===== config.mk =====
export PLATFORM = sky130hd
export DESIGN_NAME = pll_div_search
export DESIGN_NICKNAME = d
export VERILOG_FILES = /design/src/rtl/pll_search_pkg.sv /design/src/rtl/pll_target_calc.sv /design/src/rtl/pll_quot_div.sv /design/src/rtl/pll_div_search.sv
export SDC_FILE = /design/constraint.sdc
export NUM_CORES = 1
export LEC_CHECK = 0
export ABC_AREA = 1
export BUFFER_PORTS_ARGS = -buffer_cell sky130_fd_sc_hd__buf_2
export CAP_MARGIN = 40
export CORE_MARGIN = 5
export CORE_UTILIZATION = 50
export DETAILED_ROUTE_END_ITERATION = 10
export HOLD_SLACK_MARGIN = 0.03
export PLACE_DENSITY_LB_ADDON = 0.08
export SYNTH_ARGS = -nofsm -noshare
export SYNTH_HDL_FRONTEND = slang
export SYNTH_SLANG_ARGS = --single-unit

===== constraint.sdc =====
create_clock -name clk_i -period 17 [get_ports clk_i]
set_input_delay 0.85 -clock clk_i [delete_from_list [all_inputs] [get_ports clk_i]]
set_output_delay 0.85 -clock clk_i [all_outputs]
set_load 0.02 [all_outputs]

===== src/rtl/pll_search_pkg.sv =====
`timescale 1ns/1ps
package pll_search_pkg;
  localparam int unsigned REF_X65536   = 938356;  // 14.31818 MHz * 65536
  localparam int unsigned FREQ_LO      = 8000;
  localparam int unsigned FREQ_HI      = 15938;
  localparam int unsigned ZERO_PROG    = 32'h00E0;

  typedef enum logic {
    SRCH_IDLE,
    SRCH_RUN
  } srch_state_e;
endpackage


===== src/rtl/pll_target_calc.sv =====
`timescale 1ns/1ps
module pll_target_calc #(
  parameter int unsigned FREQ_W = 16,
  parameter int unsigned F_MIN  = 8000,
  parameter int unsigned F_MAX  = 15938,
  parameter int unsigned K_W    = 2,
  parameter int unsigned TGT_W  = 32
) (
  input  logic [FREQ_W-1:0] freq_i,
  output logic [TGT_W-1:0]  tgt_o,
  output logic [K_W-1:0]    k_o
);
  localparam int unsigned K_MAX = (1 << K_W) - 1;
  localparam logic [31:0] FLOOR_X8 = 32'(F_MIN) << 3;

  logic [31:0] fc;

  always_comb begin
    fc = 32'(freq_i);
    if (fc < F_MIN)      fc = F_MIN;
    else if (fc > F_MAX) fc = F_MAX;
    tgt_o = TGT_W'((fc << 8) / 32'd100);
    // smallest shift reaching the floor; scan downward so the last hit wins
    k_o = K_W'(K_MAX);
    for (int j = int'(K_MAX); j >= 0; j--) begin
      if ((fc << j) >= FLOOR_X8) k_o = K_W'(j);
    end
  end

  always_comb begin
    assert_k_floor_R3: assert (((32'(tgt_o) * 32'd100) >> 8) <= fc);
  end
endmodule


===== src/rtl/pll_quot_div.sv =====
`timescale 1ns/1ps
module pll_quot_div #(
  parameter int unsigned DVD_W     = 20,
  parameter int unsigned DVS_W     = 6,
  parameter int unsigned STEP_BITS = 10  // DVD_W must be a multiple
) (
  input  logic             clk_i,
  input  logic             rst_ni,
  input  logic             load_i,
  input  logic [DVD_W-1:0] dividend_i,
  input  logic [DVS_W-1:0] divisor_i,
  output logic [DVD_W-1:0] quot_o,
  output logic             valid_o
);
  localparam int unsigned CYC   = DVD_W / STEP_BITS;
  localparam int unsigned CNT_W = $clog2(CYC + 1);

  logic [DVS_W:0]   rem_q, rem_d;
  logic [DVD_W-1:0] dq_q, dq_d, dvd_q;
  logic [DVS_W-1:0] dvs_q;
  logic [CNT_W-1:0] cnt_q;

  // STEP_BITS restoring stages per cycle; dq shifts dividend out, quotient in
  always_comb begin
    rem_d = rem_q;
    dq_d  = dq_q;
    for (int s = 0; s < int'(STEP_BITS); s++) begin
      rem_d = {rem_d[DVS_W-1:0], dq_d[DVD_W-1]};
      dq_d  = {dq_d[DVD_W-2:0], 1'b0};
      if (rem_d >= {1'b0, dvs_q}) begin
        rem_d    = rem_d - {1'b0, dvs_q};
        dq_d[0]  = 1'b1;
      end
    end
  end

  always_ff @(posedge clk_i or negedge rst_ni) begin
    if (!rst_ni) begin
      rem_q   <= '0;
      dq_q    <= '0;
      dvd_q   <= '0;
      dvs_q   <= '0;
      cnt_q   <= '0;
      valid_o <= 1'b0;
    end else if (load_i) begin
      rem_q   <= '0;
      dq_q    <= dividend_i;
      dvd_q   <= dividend_i;
      dvs_q   <= divisor_i;
      cnt_q   <= CNT_W'(CYC);
      valid_o <= 1'b0;
    end else if (cnt_q != '0) begin
      rem_q   <= rem_d;
      dq_q    <= dq_d;
      cnt_q   <= cnt_q - CNT_W'(1);
      valid_o <= (cnt_q == CNT_W'(1));
    end else begin
      valid_o <= 1'b0;
    end
  end

  assign quot_o = dq_q;

  assert_quot_exact_R4: assert property (@(posedge clk_i) disable iff (!rst_ni)
    valid_o |-> ((32'(quot_o) * 32'(dvs_q) <= 32'(dvd_q)) &&
                 (32'(dvd_q) - 32'(quot_o) * 32'(dvs_q) < 32'(dvs_q))));

  assert_valid_pulse_R7: assert property (@(posedge clk_i) disable iff (!rst_ni)
    valid_o |=> !valid_o);
endmodule


===== src/rtl/pll_div_search.sv =====
`timescale 1ns/1ps
module pll_div_search import pll_search_pkg::*; #(
  parameter int unsigned FREQ_W    = 16,
  parameter int unsigned F_MIN     = FREQ_LO,
  parameter int unsigned F_MAX     = FREQ_HI,
  parameter int unsigned M_MIN     = 2,
  parameter int unsigned M_MAX     = 30,
  parameter int unsigned N_MIN     = 35,
  parameter int unsigned N_MAX     = 247,
  parameter int unsigned M_W       = 5,
  parameter int unsigned N_W       = 8,
  parameter int unsigned K_W       = 2,
  parameter int unsigned REF_X256  = REF_X65536,
  parameter int unsigned ZERO_WORD = ZERO_PROG,
  parameter int unsigned DVD_W     = 20,
  parameter int unsigned STEP_BITS = 10
) (
  input  logic              clk_i,
  input  logic              rst_ni,
  input  logic              start_i,
  input  logic [FREQ_W-1:0] freq_i,
  output logic [N_W+7:0]    word_o,
  output logic [M_W-1:0]    m_o,
  output logic [N_W-1:0]    n_o,
  output logic [K_W-1:0]    k_o,
  output logic              done_o
);
  localparam int unsigned WORD_W = N_W + 8;
  localparam int unsigned DVS_W  = $clog2(M_MAX + 3);

  srch_state_e      st_q;
  logic [31:0]      tgt_c, tgt_q, best_err_q, err_c, prod_c;
  logic [K_W-1:0]   k_c, k_q, ld_k;
  logic [M_W-1:0]   cur_m_q, best_m_q, nxt_m, ld_m, fin_m;
  logic [N_W-1:0]   cur_n_q, best_n_q, nxt_n, ld_n, fin_n;
  logic [DVD_W-1:0] dvd_c, div_q;
  logic [DVS_W-1:0] dvs_c;
  logic             div_load, div_valid, better_c, last_c, zero_req, go_req;

  pll_target_calc #(
    .FREQ_W(FREQ_W), .F_MIN(F_MIN), .F_MAX(F_MAX), .K_W(K_W), .TGT_W(32)
  ) u_tgt (
    .freq_i(freq_i), .tgt_o(tgt_c), .k_o(k_c)
  );

  function automatic logic [WORD_W-1:0] pack_word(logic [N_W-1:0] n,
                                                  logic [K_W-1:0] k,
                                                  logic [M_W-1:0] m);
    return {n, 8'd0} + WORD_W'(32'(k) << 6) + WORD_W'(m);
  endfunction

  assign zero_req = (st_q == SRCH_IDLE) && start_i && (freq_i == '0);
  assign go_req   = (st_q == SRCH_IDLE) && start_i && (freq_i != '0);
  assign last_c   = (cur_m_q == M_W'(M_MAX)) && (cur_n_q == N_W'(N_MAX));

  always_comb begin
    if (cur_n_q == N_W'(N_MAX)) begin
      nxt_n = N_W'(N_MIN);
      nxt_m = cur_m_q + M_W'(1);
    end else begin
      nxt_n = cur_n_q + N_W'(1);
      nxt_m = cur_m_q;
    end
  end

  assign ld_m = (st_q == SRCH_IDLE) ? M_W'(M_MIN) : nxt_m;
  assign ld_n = (st_q == SRCH_IDLE) ? N_W'(N_MIN) : nxt_n;
  assign ld_k = (st_q == SRCH_IDLE) ? k_c : k_q;

  // floor(a / (2^s * b)) == floor(floor(a / 2^s) / b): shift first, divide by M+2
  assign prod_c   = 32'(REF_X256) * (32'(ld_n) + 32'd8);
  assign dvd_c    = DVD_W'(prod_c >> (32'd8 + 32'(ld_k)));
  assign dvs_c    = DVS_W'(ld_m) + DVS_W'(2);
  assign div_load = go_req || ((st_q == SRCH_RUN) && div_valid && !last_c);

  pll_quot_div #(
    .DVD_W(DVD_W), .DVS_W(DVS_W), .STEP_BITS(STEP_BITS)
  ) u_div (
    .clk_i(clk_i), .rst_ni(rst_ni), .load_i(div_load),
    .dividend_i(dvd_c), .divisor_i(dvs_c),
    .quot_o(div_q), .valid_o(div_valid)
  );

  assign err_c    = (tgt_q >= 32'(div_q)) ? tgt_q - 32'(div_q) : 32'(div_q) - tgt_q;
  assign better_c = err_c < best_err_q;
  assign fin_m    = better_c ? cur_m_q : best_m_q;
  assign fin_n    = better_c ? cur_n_q : best_n_q;

  always_ff @(posedge clk_i or negedge rst_ni) begin
    if (!rst_ni) begin
      st_q       <= SRCH_IDLE;
      tgt_q      <= '0;
      k_q        <= '0;
      best_err_q <= '1;
      cur_m_q    <= '0;
      cur_n_q    <= '0;
      best_m_q   <= '0;
      best_n_q   <= '0;
      word_o     <= '0;
      m_o        <= '0;
      n_o        <= '0;
      k_o        <= '0;
      done_o     <= 1'b0;
    end else begin
      done_o <= 1'b0;
      unique case (st_q)
        SRCH_IDLE: begin
          if (zero_req) begin
            word_o <= WORD_W'(ZERO_WORD);
            m_o    <= '0;
            n_o    <= '0;
            k_o    <= '0;
            done_o <= 1'b1;
          end else if (go_req) begin
            st_q       <= SRCH_RUN;
            tgt_q      <= tgt_c;
            k_q        <= k_c;
            best_err_q <= '1;
            cur_m_q    <= M_W'(M_MIN);
            cur_n_q    <= N_W'(N_MIN);
            best_m_q   <= M_W'(M_MIN);
            best_n_q   <= N_W'(N_MIN);
          end
        end
        SRCH_RUN: begin
          if (div_valid) begin
            if (better_c) begin
              best_err_q <= err_c;
              best_m_q   <= cur_m_q;
              best_n_q   <= cur_n_q;
            end
            if (last_c) begin
              word_o <= pack_word(fin_n, k_q, fin_m);
              m_o    <= fin_m;
              n_o    <= fin_n;
              k_o    <= k_q;
              done_o <= 1'b1;
              st_q   <= SRCH_IDLE;
            end else begin
              cur_m_q <= nxt_m;
              cur_n_q <= nxt_n;
            end
          end
        end
        default: st_q <= SRCH_IDLE;
      endcase
    end
  end

  assert_zero_word_R1: assert property (@(posedge clk_i) disable iff (!rst_ni)
    zero_req |=> (done_o && word_o == WORD_W'(ZERO_WORD) && m_o == '0 && n_o == '0 && k_o == '0));

  assert_pair_range_R4: assert property (@(posedge clk_i) disable iff (!rst_ni)
    (st_q == SRCH_RUN) |-> (cur_m_q >= M_W'(M_MIN) && cur_m_q <= M_W'(M_MAX) &&
                            cur_n_q >= N_W'(N_MIN) && cur_n_q <= N_W'(N_MAX)));

  assert_best_mono_R5: assert property (@(posedge clk_i) disable iff (!rst_ni)
    (st_q == SRCH_RUN) |=> (best_err_q <= $past(best_err_q)));

  assert_done_pulse_R8: assert property (@(posedge clk_i) disable iff (!rst_ni)
    (done_o && !zero_req) |=> !done_o);

  assert_hold_word_R8: assert property (@(posedge clk_i) disable iff (!rst_ni)
    !done_o |-> $stable(word_o));

  assert_ignore_start_R9: assert property (@(posedge clk_i) disable iff (!rst_ni)
    (st_q == SRCH_RUN && start_i) |=> ($stable(tgt_q) && $stable(k_q)));
endmodule


* After elaboration in Yosys (flattened, before gate mapping) *
Index checks and enable logic that the tools add are counted.

cells by class
  shift operators = 1
  order comparisons = 17
  reductions and logical operators = 17
  $add $sub $neg = 20
  multipliers = 1
  div/mod/pow operators = 1
  bitwise logic cells = 2
  mux-type cells = 85
  equal/unequal tests = 10

operators by type and width
  operator                 count
  $mux W32                 5
  $ge A32 B16 Y1 const B   3
  $mux W8                  11
  $mux W16                 5
  $mux W6                  12
  $ge A7 B6 Y1             10
  $pmux W32 S2             1
  $sub A6 B6 Y6            10
  $mux W5                  11
  $pmux W8 S2              3
  $mux W20                 2
  $div A32 B7 Y32 const B  1
  $ge A32 B20 Y1           1
  $lt A32 B32 Y1           1
  $pmux W16 S2             1
  $sub A20 B32 Y32         1
  $sub A32 B20 Y32         1
  $pmux W5 S2              3
  $shr A29 B5 Y20          1
  $mul A18 B9 Y27 const A  1
  $mux W1                  20
  $add A16 B5 Y16          1
  $add A16 B8 Y16          1
  $gt A16 B14 Y1 const B   1
  other kinds (24)         47

word-level totals
  logic and storage cells = 172
  output and inout bits = 32
  bits of input ports = 19
  flip-flop bits (word level) = 160

* Longest topological paths before layout *
  depth in word-level cells = 22
  depth in mapped cells = 117
  mapped depth without buffers = 114

* Modules after synthesis *
From an unflattened synthesis, not the netlist that was laid out.

second synthesis, totals
  cell total of the unflattened synthesis = 3230
  area total of the unflattened synthesis = 20922.6 µm²

by module, submodules not included
  module           times used  area each (µm²)  cells each
  pll_div_search   1           12738.5          1873
  pll_quot_div     1           4903.5           717
  pll_target_calc  1           3280.6           640

* Least setup slack after synthesis *
OpenSTA, ideal clock, no wires.

  path type = register to register
  start = reg u_div.dvs_q[1]
  end = reg u_div.rem_q[1]
  path slack = 1.373 ns
  buffers on the path = 2
  arrival = 15.495 ns
  stages on the path, launching flop included = 112
  path through = dfrtp_1 > inv_1 > ha_1 > nand3_1 > nand2_1 > a21oi_1 > o21bai_1 > nand2_1 > nand2_1 > clkbuf_1 > nor2_1 > a21oi_1 > ha_1 > nand2_1 > o21ai_0 > a21oi_1 > nor2_1 > nor2_1 > [... 76 more ...] > nor2_1 > nor3_1 > nand2_1 > inv_1 > or2_2 > o21ai_0 > ha_1 > inv_1 > o31ai_1 > a21oi_1 > o21bai_1 > a211oi_1 > o31a_1 > nand2_1 > clkbuf_1 > nand2_1 > o21ai_0 > o22ai_1

between the ends
  cells in the longest elaborated chain, start to end = 22
  elaborated cells on any way between the ends = 32
  classes of those cells = 10 x add/sub; 10 x order compare; 12 x mux

ends and longest elaborated chain
  what                                                  line                                    source
  start: declaration                                    pll_quot_div.sv:20                      logic [DVS_W-1:0] dvs_q;
  start signal: assignment                              pll_quot_div.sv:49                      dvs_q <= divisor_i;
  $sub A6 B6 Y6 / $ge A7 B6 Y1 (equally long branches)  pll_quot_div.sv:31, pll_quot_div.sv:30
  $mux W6                                               pll_quot_div.sv:30                      if (rem_d >= {1'b0, dvs_q}) begin
  $sub A6 B6 Y6 / $ge A7 B6 Y1 (equally long branches)  pll_quot_div.sv:31, pll_quot_div.sv:30
  $mux W6                                               pll_quot_div.sv:30
  $sub A6 B6 Y6 / $ge A7 B6 Y1 (equally long branches)  pll_quot_div.sv:31, pll_quot_div.sv:30
  $mux W6                                               pll_quot_div.sv:30
  $sub A6 B6 Y6 / $ge A7 B6 Y1 (equally long branches)  pll_quot_div.sv:31, pll_quot_div.sv:30
  $mux W6                                               pll_quot_div.sv:30
  [... 6 more ...]                                      --
  $sub A6 B6 Y6 / $ge A7 B6 Y1 (equally long branches)  pll_quot_div.sv:31, pll_quot_div.sv:30
  $mux W6                                               pll_quot_div.sv:30
  $ge A7 B6 Y1 / $sub A6 B6 Y6 (equally long branches)  pll_quot_div.sv:30, pll_quot_div.sv:31
  $mux W6                                               pll_quot_div.sv:30
  $sub A6 B6 Y6 / $ge A7 B6 Y1 (equally long branches)  pll_quot_div.sv:31, pll_quot_div.sv:30
  $mux W6 *                                             pll_quot_div.sv:30
  $mux W6 *                                             pll_quot_div.sv:52                      end else if (cnt_q != '0) begin
  $mux W6 *                                             pll_quot_div.sv:45                      end else if (load_i) begin
  end signal: assignment                                pll_quot_div.sv:53                      rem_q <= rem_d;
  end: declaration                                      pll_quot_div.sv:18                      logic [DVS_W:0] rem_q, rem_d;

Every way passes the cells marked *; elsewhere a longest branch is shown, timed or not. The select of a mux whose other input is x is not followed.
A chain may end at the register's enable or synchronous reset.

* Final worst setup path *
  start = reg u_div.dvs_q[2]
  end = reg u_div.dq_q[0], in the netlist u_div.quot_o[0]

between the ends
  cells in the longest elaborated chain, start to end = 22
  elaborated cells on any way between the ends = 31
  classes of those cells = 9 x add/sub; 10 x order compare; 12 x mux

ends and longest elaborated chain
  what                                                  line                                    source
  $sub A6 B6 Y6 / $ge A7 B6 Y1 (equally long branches)  pll_quot_div.sv:31, pll_quot_div.sv:30
  $mux W6                                               pll_quot_div.sv:30
  $sub A6 B6 Y6 / $ge A7 B6 Y1 (equally long branches)  pll_quot_div.sv:31, pll_quot_div.sv:30
  $mux W6                                               pll_quot_div.sv:30
  $sub A6 B6 Y6 / $ge A7 B6 Y1 (equally long branches)  pll_quot_div.sv:31, pll_quot_div.sv:30
  $mux W6                                               pll_quot_div.sv:30
  $sub A6 B6 Y6 / $ge A7 B6 Y1 (equally long branches)  pll_quot_div.sv:31, pll_quot_div.sv:30
  $mux W6                                               pll_quot_div.sv:30
  [... 6 more ...]                                      --
  $sub A6 B6 Y6 / $ge A7 B6 Y1 (equally long branches)  pll_quot_div.sv:31, pll_quot_div.sv:30
  $mux W6                                               pll_quot_div.sv:30
  $sub A6 B6 Y6 / $ge A7 B6 Y1 (equally long branches)  pll_quot_div.sv:31, pll_quot_div.sv:30
  $mux W6                                               pll_quot_div.sv:30
  $ge A7 B6 Y1 *                                        pll_quot_div.sv:30
  $mux W1 *                                             pll_quot_div.sv:30
  $mux W20 *                                            pll_quot_div.sv:52
  $mux W20 *                                            pll_quot_div.sv:45
  end signal: assignment                                pll_quot_div.sv:47                      dq_q <= dividend_i;
  end signal: assignment                                pll_quot_div.sv:54                      dq_q <= dq_d;
  end: declaration                                      pll_quot_div.sv:19                      logic [DVD_W-1:0] dq_q, dq_d, dvd_q;

Marks and branches as above.

==> impl_metrics.json <==
{
  "synth_top_family_by_area": "simple AND/OR/NAND/NOR gates",
  "clock_path_buffers": 2,
  "min_period_ns": 15.61,
  "track_usage_pct": 24.1,
  "numCtsBuffers": 17,
  "yosysUniqueCellTypes": 60,
  "post_synth_mux_area_share_pct": 0.591,
  "initial_utilization_pct": 50.5,
  "gr-usage-met1_pct": 32.8,
  "viasPerCell": 5.39,
  "post_drt_wl_per_cell_um": 15.7,
  "grt_pass1_vias": 15100,
  "met2_usage_pct": 41.3,
  "layout_common_cells": "nand2_1 (517), inv_1 (388), ha_1 (209), o21ai_0 (191), nor2_1 (156)",
  "antenna_found_initial": 1,
  "cp_max_fo": 13,
  "synth_ff_type": "dfrtp_1",
  "drtIter0Drc": 984,
  "syn2layout_area_growth_pct": 9.10,
  "worst_slack_ns": 1.39,
  "netlist_instances": 2426,
  "critPathMaxStageDelay_ns": 0.40,
  "grt.busiest_layer": "met2",
  "drv_slew": 0,
  "slowest_stage": "o21ai_0",
  "clk_latency_ns": 0.44,
  "synth-edff-count": 0,
  "synth-seq-area-share_pct": 19.9,
  "cp_data_arrival_time_ns": 15.92,
  "cap_violations": 0,
  "drive_above_1_share_pct": 12.7,
  "setup_viol": 0,
  "synthXorXnorAreaFrac_pct": 4.55,
  "gr-usage-met3_pct": 3.09,
  "cts_root_buffer": "clkbuf_16",
  "drtAntennaViolNets": 0,
  "core_um2": 33500,
  "clk_pin_slew_worst_paths_ns": 0.06,
  "grt_pass1_wl_um": 76100,
  "first_pass_iters": 6,
  "hold_viol_final": 0,
  "pre_cts_ws_ns": -0.757,
  "slew_headroom_pct": 41.4,
  "finalCritPeriodShare_pct": 91.8,
  "cts_max_level": 4,
  "die-width_um": 194,
  "final_common_cell": "nand2_1",
  "gp_congestion": 0.921,
  "yosys_warnings": 0,
  "cts_tree": "built",
  "reg2regPathDepth": 110,
  "synth-compound-area-share_pct": 16.2,
  "numPortBuffers": 50,
  "critPathCaptureType": "flop",
  "fmax_mhz": 64.1,
  "grt_max_degree": 69,
  "netlist_area_um2": 16900,
  "reg2reg_slack_ns": 1.39,
  "async_reset_ff_share_pct": 100,
  "final_util_pct": 55.1,
  "synthesis.nets": 2703,
  "fp-row-count": 67,
  "vias": 15900,
  "syn_area_per_cell_um2": 6.99,
  "dieArea_um2": 37700,
  "synth-simple-area-share_pct": 26.8,
  "finClkSkew_ns": 0.0136,
  "hold_class": "primary input to async pin",
  "reg2reg_to": "u_div.quot_o[0]",
  "synth_fa_ha_area_share_pct": 21.2,
  "dp_hpwl_um": 37700,
  "critical_path_class": "flop to flop",
  "cpMostUsedCell": "a21oi_1",
  "gr-total-overflow": 0,
  "antennaDiodeCount": 0,
  "clock_sinks": 133,
  "stdcell_count": 2943,
  "netlist_top_cells_area": "ha_1 (15%), dfrtp_1 (15%), nand2_1 (12%)",
  "synth_seq_cells": 133,
  "dpl-instance-area_um2": 17700,
  "drcViolationCount": 0,
  "required_ns": 17.31,
  "dp_cells": 2894,
  "finalWirelength_um": 46200,
  "finalInstanceArea_um2": 18500,
  "status": "complete, no violations",
  "yosysTopAreaCell": "ha_1",
  "r2r_start": "u_div.dvs_q[2]",
  "worst_pin_slew_ns": 0.878,
  "worst_setup_path_start_kind": "flop",
  "die_h_um": 194,
  "synth_top_area_share_pct": 15.4,
  "ios": 51,
  "nets": 2759
}
-- worst max-delay path, delay by kind of cell (launching register included) --
| family | cells | cell delay (ns) |
|---|---|---|
| DFF | 1 | 0.36 |
| adders and majority gates | 10 | 3.09 |
| buffers and inverters | 10 | 1.10 |
| AOI/OAI and AO/OA | 47 | 6.96 |
| and+or+nand+nor | 43 | 3.96 |
-- layout make-up --
| class | instances | area (um^2) |
|---|---|---|
| Sequential cell | 133 | 3370 |
| Fill cell | 3311 | 15000 |
| Timing Repair Buffer | 88 | 584 |
| Clock inverter | 14 | 130 |
| Clock buffer | 18 | 429 |
| Multi-Input combinational cell | 1824 | 11800 |
| Tap cell | 448 | 561 |
| Inverter | 418 | 1580 |
-- synthesized netlist by cell type, drive strengths merged, types with 6 or more instances --
cell      n
ha      209
a22oi    19
xnor2    24
nand3b    6
nor2    176
clkinv    7
xor2     64
clkbuf   30
o22ai    20
a21o      6
o21ai   221
nand4    37
o21bai    8
nor4      7
or2       9
o211ai   20
dfstp    32
o221ai   11
mux2i    10
inv     411
nor3     31
a31oi     9
dfrtp   101
buf      21
nand2   596
nand3   124
a21oi   135
fa       49
-- state kept, by name (all words and copies together), names as in the netlist, 5 cells and up --
name          cells
best_err_q       32
u_div.quot_o     20
tgt_q            18
word_o           16
best_n_q          8
cur_n_q           8
u_div.dvs_q       6
u_div.rem_q       6
best_m_q          5
cur_m_q           5
-- repair_timing --
action                     4_1_cts  5_1_grt
pin swaps                        0       12
gates resized for setup         12       41
hold endpoints to repair         0        0
buffers inserted                 0       17
setup endpoints to repair        7        8
gates cloned                     0        0
hold buffers                     0        0
-- how the worst max path moves through the flow --
stage / from / endpoint / slack [ns]
2_1_floorplan: u_div.dvs_q[1] / u_div.rem_q[1] / 1.37
3_3_place_gp: u_div.quot_o[19] / u_div.quot_o[0] / 0.09
3_5_place_dp: u_div.quot_o[19] / u_div.quot_o[0] / -0.76
4_1_cts: u_div.quot_o[19] / u_div.quot_o[0] / 0.05
5_1_grt: u_div.dvs_q[2] / u_div.quot_o[0] / -0.15
6_report: u_div.dvs_q[2] / u_div.quot_o[0] / 1.39
-- per-stage QoR --
stage	hold WS [ns]	setup TNS [ns]
finish	0.405	0
global route	0.472	-0.456
CTS	0.431	0
detailed placement	0.463	-4.69
global placement	0.451	0
floorplan	0.446	0
-- kinds of logic after synthesis --
family                   after synthesis
AND/OR/NAND/NOR                      989
AO/OA/AOI/OAI                        479
buffers and inverters                469
adder cells (fa/ha/maj)              258
flip-flops                           133
XOR/XNOR                              88
multiplexers                          10
-- layer usage --
| metal | wire, um | part of all wire [%] | up-vias |
|---|---|---|---|
| met5 | 0 | 0 | - |
| met4 | 655 | 1.4 | 0 |
| met3 | 1710 | 3.7 | 54 |
| met2 | 22100 | 48 | 319 |
| met1 | 21700 | 47 | 7424 |
| li1 | - | - | 8057 |
Power is left out: the tool's default activity adds up to more than one toggle a clock period on the data nets, which glitch-free logic cannot reach.
